===== config.mk =====
export PLATFORM = sky130hd
export DESIGN_NAME = edac16_unit
export DESIGN_NICKNAME = d
export VERILOG_FILES = /design/src/rtl/edac16_pkg.sv /design/src/rtl/edac16_encoder.sv /design/src/rtl/edac16_decoder.sv /design/src/rtl/edac16_unit.sv
export SDC_FILE = /design/constraint.sdc
export NUM_CORES = 1
export LEC_CHECK = 0
export CAP_MARGIN = 15
export CORE_ASPECT_RATIO = 0.5
export CORE_MARGIN = 2
export CORE_UTILIZATION = 52
export DETAILED_ROUTE_END_ITERATION = 10
export GPL_ROUTABILITY_DRIVEN = 0
export GPL_TIMING_DRIVEN = 0
export MAX_ROUTING_LAYER = met4
export PLACE_DENSITY = 0.82
export SKIP_CTS_REPAIR_TIMING = 1
export SLEW_MARGIN = 40
export SYNTH_ARGS = -nofsm -noshare
export SYNTH_HDL_FRONTEND = slang
export SYNTH_HIERARCHICAL = 1
export SYNTH_SLANG_ARGS = --single-unit

===== constraint.sdc =====
create_clock -name clk -period 5.48 [get_ports clk]
set_clock_uncertainty 0.05 [all_clocks]
set_input_delay 1.096 -clock clk [delete_from_list [all_inputs] [get_ports clk]]
set_output_delay 1.096 -clock clk [all_outputs]
set_load 0.03 [all_outputs]

===== src/rtl/edac16_pkg.sv =====
package edac16_pkg;
  localparam int DATA_W = 16;
  localparam int CHK_W  = 6;
  localparam int COL_WT = 3;

  typedef enum logic [1:0] {
    MD_GEN  = 2'b00,
    MD_HOLD = 2'b01,
    MD_CAPT = 2'b10,
    MD_FIX  = 2'b11
  } mode_e;

  // Column of data bit idx: idx-th value (ascending) with COL_WT ones.
  function automatic logic [CHK_W-1:0] col_of(input int idx);
    int n;
    logic [CHK_W-1:0] res;
    n   = 0;
    res = '0;
    for (int v = 0; v < (1 << CHK_W); v++) begin
      if ($countones(v[CHK_W-1:0]) == COL_WT) begin
        if (n == idx) res = v[CHK_W-1:0];
        n++;
      end
    end
    return res;
  endfunction
endpackage


===== src/rtl/edac16_encoder.sv =====
module edac16_encoder
  import edac16_pkg::*;
#(
  parameter int DW = DATA_W,
  parameter int CW = CHK_W
) (
  input  logic [DW-1:0] data,
  output logic [CW-1:0] chk
);
  logic [CW-1:0] term [DW];

  generate
    for (genvar i = 0; i < DW; i++) begin : g_term
      localparam logic [CW-1:0] COL = col_of(i);
      assign term[i] = data[i] ? COL : '0;
    end
  endgenerate

  always_comb begin
    chk = '0;
    for (int i = 0; i < DW; i++) chk = chk ^ term[i];
  end
endmodule


===== src/rtl/edac16_decoder.sv =====
module edac16_decoder
  import edac16_pkg::*;
#(
  parameter int DW = DATA_W,
  parameter int CW = CHK_W
) (
  input  logic [DW-1:0] data_raw,
  input  logic [CW-1:0] chk_raw,
  input  logic [CW-1:0] chk_calc,
  output logic [CW-1:0] syndrome,
  output logic [DW-1:0] data_fixed,
  output logic          sef,
  output logic          def
);
  logic [DW-1:0] hit;
  logic          chk_bit_err;

  assign syndrome = chk_raw ^ chk_calc;

  generate
    for (genvar i = 0; i < DW; i++) begin : g_hit
      localparam logic [CW-1:0] COL = col_of(i);
      assign hit[i] = (syndrome == COL);
    end
  endgenerate

  assign chk_bit_err = ($countones(syndrome) == 1);
  assign data_fixed  = data_raw ^ hit;
  assign sef         = (|hit) | chk_bit_err;
  assign def         = (syndrome != '0) & ~sef;

  always_comb begin
    if (def) assert (data_fixed == data_raw);
    if (syndrome == '0) assert (!sef && !def);
  end
endmodule


===== src/rtl/edac16_unit.sv =====
module edac16_unit
  import edac16_pkg::*;
#(
  parameter int DW = DATA_W,
  parameter int CW = CHK_W
) (
  input  logic          clk,
  input  logic          rst_n,
  input  logic [1:0]    mode,
  input  logic [DW-1:0] data_in,
  input  logic [CW-1:0] chk_in,
  output logic [DW-1:0] data_out,
  output logic          data_oe,
  output logic [CW-1:0] chk_out,
  output logic          chk_oe,
  output logic          single_err,
  output logic          double_err
);
  mode_e md;
  assign md = mode_e'(mode);

  // state
  logic [DW-1:0] word_q, word_d;
  logic [CW-1:0] syn_q, syn_d;
  logic          sef_q, sef_d, def_q, def_d;
  logic          word_en, syn_en, flag_en;

  // datapath
  logic [DW-1:0] enc_src;
  logic [CW-1:0] enc_val;
  logic [CW-1:0] dec_syn;
  logic [DW-1:0] dec_data;
  logic          dec_sef, dec_def;

  assign enc_src = (md == MD_HOLD) ? word_q : data_in;

  edac16_encoder #(.DW(DW), .CW(CW)) u_enc (
    .data (enc_src),
    .chk  (enc_val)
  );

  edac16_decoder #(.DW(DW), .CW(CW)) u_dec (
    .data_raw   (data_in),
    .chk_raw    (chk_in),
    .chk_calc   (enc_val),
    .syndrome   (dec_syn),
    .data_fixed (dec_data),
    .sef        (dec_sef),
    .def        (dec_def)
  );

  // next state
  always_comb begin
    word_en = (md == MD_GEN) || (md == MD_CAPT);
    syn_en  = (md == MD_CAPT);
    flag_en = (md != MD_FIX);
    word_d  = (md == MD_CAPT) ? dec_data : data_in;
    syn_d   = dec_syn;
    sef_d   = (md == MD_CAPT) ? dec_sef : 1'b0;
    def_d   = (md == MD_CAPT) ? dec_def : 1'b0;
  end

  // registers
  always_ff @(posedge clk or negedge rst_n) begin
    if (!rst_n) begin
      word_q <= '0;
      syn_q  <= '0;
      sef_q  <= 1'b0;
      def_q  <= 1'b0;
    end else begin
      if (word_en) word_q <= word_d;
      if (syn_en)  syn_q  <= syn_d;
      if (flag_en) begin
        sef_q <= sef_d;
        def_q <= def_d;
      end
    end
  end

  // outputs
  always_comb begin
    data_oe  = (md == MD_FIX);
    chk_oe   = (md != MD_CAPT);
    data_out = data_oe ? word_q : '0;
    unique case (md)
      MD_GEN, MD_HOLD: chk_out = enc_val;
      MD_FIX:          chk_out = syn_q;
      default:         chk_out = '0;
    endcase
  end

  assign single_err = sef_q;
  assign double_err = def_q;

  // assertions
  AST_HOLD_STABLE: assert property (@(posedge clk) disable iff (!rst_n)
    (md == MD_HOLD) |=> (md != MD_HOLD) || $stable(chk_out));
  AST_FLAG_CLEAR: assert property (@(posedge clk) disable iff (!rst_n)
    (mode[1] == 1'b0) |=> (!single_err && !double_err));
  AST_FIX_HOLD: assert property (@(posedge clk) disable iff (!rst_n)
    (md == MD_FIX) |=> $stable({single_err, double_err, word_q, syn_q}));
  AST_FLAGS_EXCL: assert property (@(posedge clk) disable iff (!rst_n)
    !(single_err && double_err));
  AST_SEF_ODD: assert property (@(posedge clk) disable iff (!rst_n)
    (md == MD_FIX && single_err) |-> ($countones(chk_out) % 2 == 1));
  AST_DEF_NOFIX: assert property (@(posedge clk) disable iff (!rst_n)
    (md == MD_CAPT && dec_def) |=> (word_q == $past(data_in)));
endmodule


# Word level (Yosys, flattened, before mapping)
# Cells that the tools add are included.
[word_totals]
inputBits = 26
output_inout_bits = 26
wordCells = 78
regBits = 24
[op_classes]
bitwise = 20
n_addsub = 5
n_eq_ne = 22
mux = 22
reduce_logical = 5
[op_table]
columns = ["op", "n"]
rows = [
  ["6-bit XOR", 16],
  ["32-bit adder", 2],
  ["16-bit 2-to-1 mux", 3],
  ["6-bit by 5-bit == test with 1-bit output, second input constant", 6],
  ["6-bit == test, second input constant", 6],
  ["6-bit 2-to-1 mux", 6],
  ["32-bit by 2-bit == test with 1-bit output, second input constant", 1],
  ["5-bit 2-to-1 mux", 6],
  ["6-bit by 4-bit == test with 1-bit output, second input constant", 3],
  ["16-bit OR reduction", 1],
  ["16-bit XOR", 1],
  ["4-bit 2-to-1 mux", 3],
  ["6-bit one-hot mux with 2 select lines", 1],
  ["1-bit by 1-bit adder with 2-bit output", 3],
  ["6-bit by 3-bit == test with 1-bit output, second input constant", 1],
  ["6-bit nonzero test", 1],
  ["2-bit == test, second input constant", 2],
  ["2-bit inequality test, second input constant", 2],
  ["3-bit 2-to-1 mux", 1],
  ["2-bit by 1-bit == test with 1-bit output, second input constant", 1],
  ["2-bit logical NOT", 1],
  ["1-bit 2-to-1 mux", 2],
  ["2-bit OR reduction", 1],
  ["1-bit bitwise AND", 1],
  ["other kinds (3)", 3],
]

# Depth between registers and ports, before layout
[logic_depth]
word_depth = 27
ltp_mapped = 21
mapped_depth_nobuf = 18

# Hierarchy
# Netlist, hierarchy kept.
[modules_own_cells]
columns = ["mod", "cells_per_inst", "area_per_inst_um2", "instances", "seq_area_each_um2"]
rows = [
  ["edac16_unit", 139, 1483.9, 1, 600.6],
  ["edac16_decoder", 76, 545.5, 1, 0.0],
  ["edac16_encoder", 30, 340.3, 1, 0.0],
]

# Least setup slack after synthesis
# Ideal clock, no wire load.
[synth_path]
path_kind = "input to register"
from = "input port mode[1]"
to = "register sef_q, in the netlist single_err"
n_path_buf = 3
cell_stages = 19
t_required_ns = 5.306
path_slack_ns = 0.300
setup_ns = 0.124
arrival_time_ns = 5.007
cell_sequence = "buf_6 > nand2b_4 > buf_6 > buf_6 > mux2_4 > xor2_1 > xnor3_1 > xnor2_1 > xnor2_2 > inv_1 > ha_1 > inv_1 > ha_1 > fa_1 > inv_1 > fa_1 > a311o_1 > mux2i_1 > nor2_1"
[synth_between]
elab_cells_between_ends = 61
cone_classes = "add/sub: 5; eq/ne: 20; mux: 18; bitwise: 17; reduce/logical: 1"
[synth_lines]
columns = ["item", "line_no", "rtl"]
rows = [
  ["start: declaration", "edac16_unit.sv:9", "input logic [1:0] mode,"],
  ["2-bit by 1-bit == test with 1-bit output (*)", "edac16_unit.sv:35", "assign enc_src = (md == MD_HOLD) ? word_q : data_in;"],
  ["16-bit 2-to-1 mux (*)", "edac16_unit.sv:35", ""],
  ["named net enc_src[5]", "edac16_unit.sv:29", "logic [DW-1:0] enc_src;"],
  ["5-bit 2-to-1 mux (*)", "edac16_encoder.sv:15", "assign term[i] = data[i] ? COL : '0;"],
  ["6-bit XOR (*) (11 in a row)", "edac16_encoder.sv:21", "for (int i = 0; i < DW; i++) chk = chk ^ term[i];"],
  ["named net enc_val[2]", "edac16_unit.sv:30", "logic [CW-1:0] enc_val;"],
  ["6-bit XOR (*)", "edac16_decoder.sv:18", "assign syndrome = chk_raw ^ chk_calc;"],
  ["1-bit by 1-bit adder with 2-bit output (not written as such)", "edac16_decoder.sv:27", "assign chk_bit_err = ($countones(syndrome) == 1);"],
  ["32-bit adder (not written as such) (2 in a row)", "edac16_decoder.sv:27", ""],
  ["32-bit by 2-bit == test with 1-bit output", "edac16_decoder.sv:27", ""],
  ["1-bit OR (*)", "edac16_decoder.sv:29", "assign sef = (|hit) | chk_bit_err;"],
  ["named net dec_sef", "edac16_unit.sv:33", "logic dec_sef, dec_def;"],
  ["1-bit 2-to-1 mux (*)", "edac16_unit.sv:59", "sef_d = (md == MD_CAPT) ? dec_sef : 1'b0;"],
  ["end signal: assignment", "edac16_unit.sv:68", "sef_q <= 1'b0;"],
  ["end signal: assignment", "edac16_unit.sv:74", "sef_q <= sef_d;"],
  ["end: declaration", "edac16_unit.sv:25", "logic sef_q, sef_d, def_q, def_d;"],
]
# Mark *: on every way through the listed nets, which the timed path passes. The rest lies on a longest branch.
# A chain may end at the register's enable or synchronous reset.

# Final worst setup path
# Same ends and word-level chain as after synthesis.

==> results_dict.tcl <==
set metrics [dict create \
    status "finished, final reports clean" \
    clock_latency_ns 0.28 \
    portBuffers 49 \
    grt-ovfl-total 0 \
    area_delta_synth_final_pct 25.24 \
    dieArea_sq_um 5146 \
    yosysSeqAreaShare 0.2534 \
    wl_per_cell_microns 16.67 \
    grt_pass1_wl_microns 9308 \
    routed_wl_microns 5902 \
    htree_levels 1 \
    synth_largest_area_cell "dfrtp_1" \
    layout_min_cycle_time_ns 5.221 \
    numCtsBuffers 3 \
    grt_setup_unrepaired "no" \
    synthArstFlopShare 1.000 \
    grtUsageTotal 0.2446 \
    p_int_uw 756.2 \
    synth_warnings 6 \
    dr.pass1.iters 4 \
    path_buf_inv 6 \
    hpwl_microns 4519 \
    io_pins 52 \
    fin_area_sq_um 2968 \
    worstSetupPathType "input port to flip-flop" \
    slew_violations 0 \
    crit_required_ns 5.59 \
    drc 0 \
    max_cap_violations 0 \
    synthCells 245 \
    grt_pass1_vias 1907 \
    clk_pin_slew_ns 0.09 \
    switchingPower_uw 700.8 \
    cts_sinks 24 \
    comb_power_share 0.751 \
    hp-class "flip-flop to flip-flop" \
    max_freq_mhz 191.5 \
    power.density_nw_per_um2 490.9 \
    syn_avg_cell_area_sq_um 9.673 \
    nNetsFinal 333 \
    drt_iter0_drc 147 \
    postPlaceCellArea_sq_um 2927 \
    p_leak_nw 1.382 \
    critPathArrivalTime_ns 5.33 \
    cp-start-kind "input port" \
    crit_family "adder cells" \
    syn_nets 279 \
    antenna_found_initial 0 \
    p_seq_frac 0.172 \
    vias_per_cell 5.432 \
    fillCellCount 363 \
    final_cells 354 \
    most-common-layout-cells "clkdlybuf4s50_1 (48), dfrtp_1 (24), xnor2_1 (24), nand2_1 (22), xor2_1 (19)" \
    utilization 0.6773 \
    slew-limit-headroom 0.6235 \
    finalSetupViolations 0 \
    ir_drop_mv 0.4416 \
    die_y_microns 51.74 \
    ys.flop_type "dfrtp_1" \
    vias 1923 \
    final_common_cell "clkdlybuf4s50_1" \
    cts_root_buf "clkbuf_8" \
    crit_chain "buf_6, nand2b_4, buf_6, buf_6, mux2_4, xor2_1, xnor3_1, xnor2_1, xnor2_2, inv_1, ha_1, inv_1, ha_1, fa_1, inv_1, fa_1, a311o_1, mux2i_1, nor2_1" \
    tightest_slew_ns 0.5648 \
    core_area_sq_um 4382 \
    yosysUniqueCellTypes 33 \
    drive_gt1_frac 0.1481 \
    initial_utilization 0.5408 \
    clock_path_buffers 2 \
    placementRows 17 \
    ys_ff_latch 24 \
    crit_fanout 10 \
    synth_area_sq_um 2370 \
    critPathMaxStageDelay_ns 0.44 \
    die_x_microns 99.47 \
    slowest_stage "xnor3_1" \
    diodes 0 \
    final_antenna_net_count 0 \
    placed_cells 351 \
    synth_top_area_frac 0.2534 \
    hold_violations 0 \
    setup_tns_ns 0 \
    p_sw_frac 0.4810 \
    synth.area.top_cells "dfrtp_1 (25%), xnor2_1 (8.9%), mux2i_1 (7.6%), xor2_1 (7.0%), mux2_4 (6.3%)" \
    cts_tree "done" \
    endpoint_kind "flip-flop" \
    clkPwrFrac 0.077 \
    power.total_mw 1.457 \
    grt_max_degree 25 \
    period_share 0.9527 \
    synth_edf_count 0 \
]
## cell usage after synthesis (all sizes together), types with 8 or more instances
master and n:
and3 16, xor2 19, mux2 22, o21ai 18, dfrtp 24, mux2i 18
nor2 18, nand2 22, buf 8, inv 10, xnor2 29
## worst paths after layout
| kind | start | end | slack, ns | cells after the start |
|---|---|---|---|---|
| setup / recovery | mode[1] | single_err | 0.26 | 19 |
| min in group asynchronous | rst_n | single_err | 0.75 | 1 |
| hold reg to reg | word_q[6] | word_q[6] | 0.47 | 2 |
| setup reg to reg | word_q[11] | single_err | 1.26 | 15 |
| max in group asynchronous | rst_n | word_q[3] | 4.26 | 1 |
| hold / removal | word_q[6] | word_q[6] | 0.47 | 2 |
## power by group through the flow
stage                     clock [mW]  sequential (mW)  combinational, mW
after detailed placement           0            0.254               1.07
final                          0.112            0.251               1.09
after CTS                      0.114            0.251               1.08
after global placement             0            0.251               1.03
after floorplan                    0            0.255              0.806
after global routing           0.119            0.255               1.18
## layout make-up
| cell class | count | area [sq um] | area share |
|---|---|---|---|
| Buffer | 14 | 83.83 | 0.02825 |
| Clock buffer | 3 | 41.29 | 0.01391 |
| Inverter | 10 | 37.54 | 0.01265 |
| Multi-Input combinational cell | 197 | 1648 | 0.5552 |
| Sequential cell | 24 | 600.6 | 0.2024 |
| Tap cell | 57 | 71.32 | 0.02403 |
| Timing Repair Buffer | 49 | 485.5 | 0.1636 |
## per-stage QoR
stage,hold slack (ns),setup slack [ns]
floorplan,0.4137,0.2995
finish,0.4664,0.2590
CTS,0.4618,0.2948
detailed placement,0.4421,0.004750
global placement,0.4308,0.01705
global route,0.4730,0.08279
## registers in the layout, indices dropped and copies added, names as in the netlist
name and flops:
single_err 1, syn_q 6, word_q 16, double_err 1
## routing by layer
metal | part of all wire | GRT usage | vias up
met3 | 0.079 | 0.04301 | 5
met4 | 0.0080 | 0.05708 | 0
met5 | 0 | - | -
li1 | - | - | 931
met1 | 0.46 | 0.3255 | 916
met2 | 0.45 | 0.3975 | 71
## tightest hold or removal path: stages, from the launching register on
cell and delay [ns]:
dfrtp_1 0.37, nand2_1 0.05, o21ai_0 0.06
## kinds of logic after synthesis
kind of cell	Yosys count	share of synthesized area
muxes	40	0.1964
adders and majority gates	8	0.04857
buffers and inverters	24	0.05121
DFF	24	0.2534
and+or+nand+nor	69	0.1426
xor gates and xnor gates	52	0.2313
AOI/OAI and AO/OA	28	0.07656
Power figures use the tool's default switching activity.
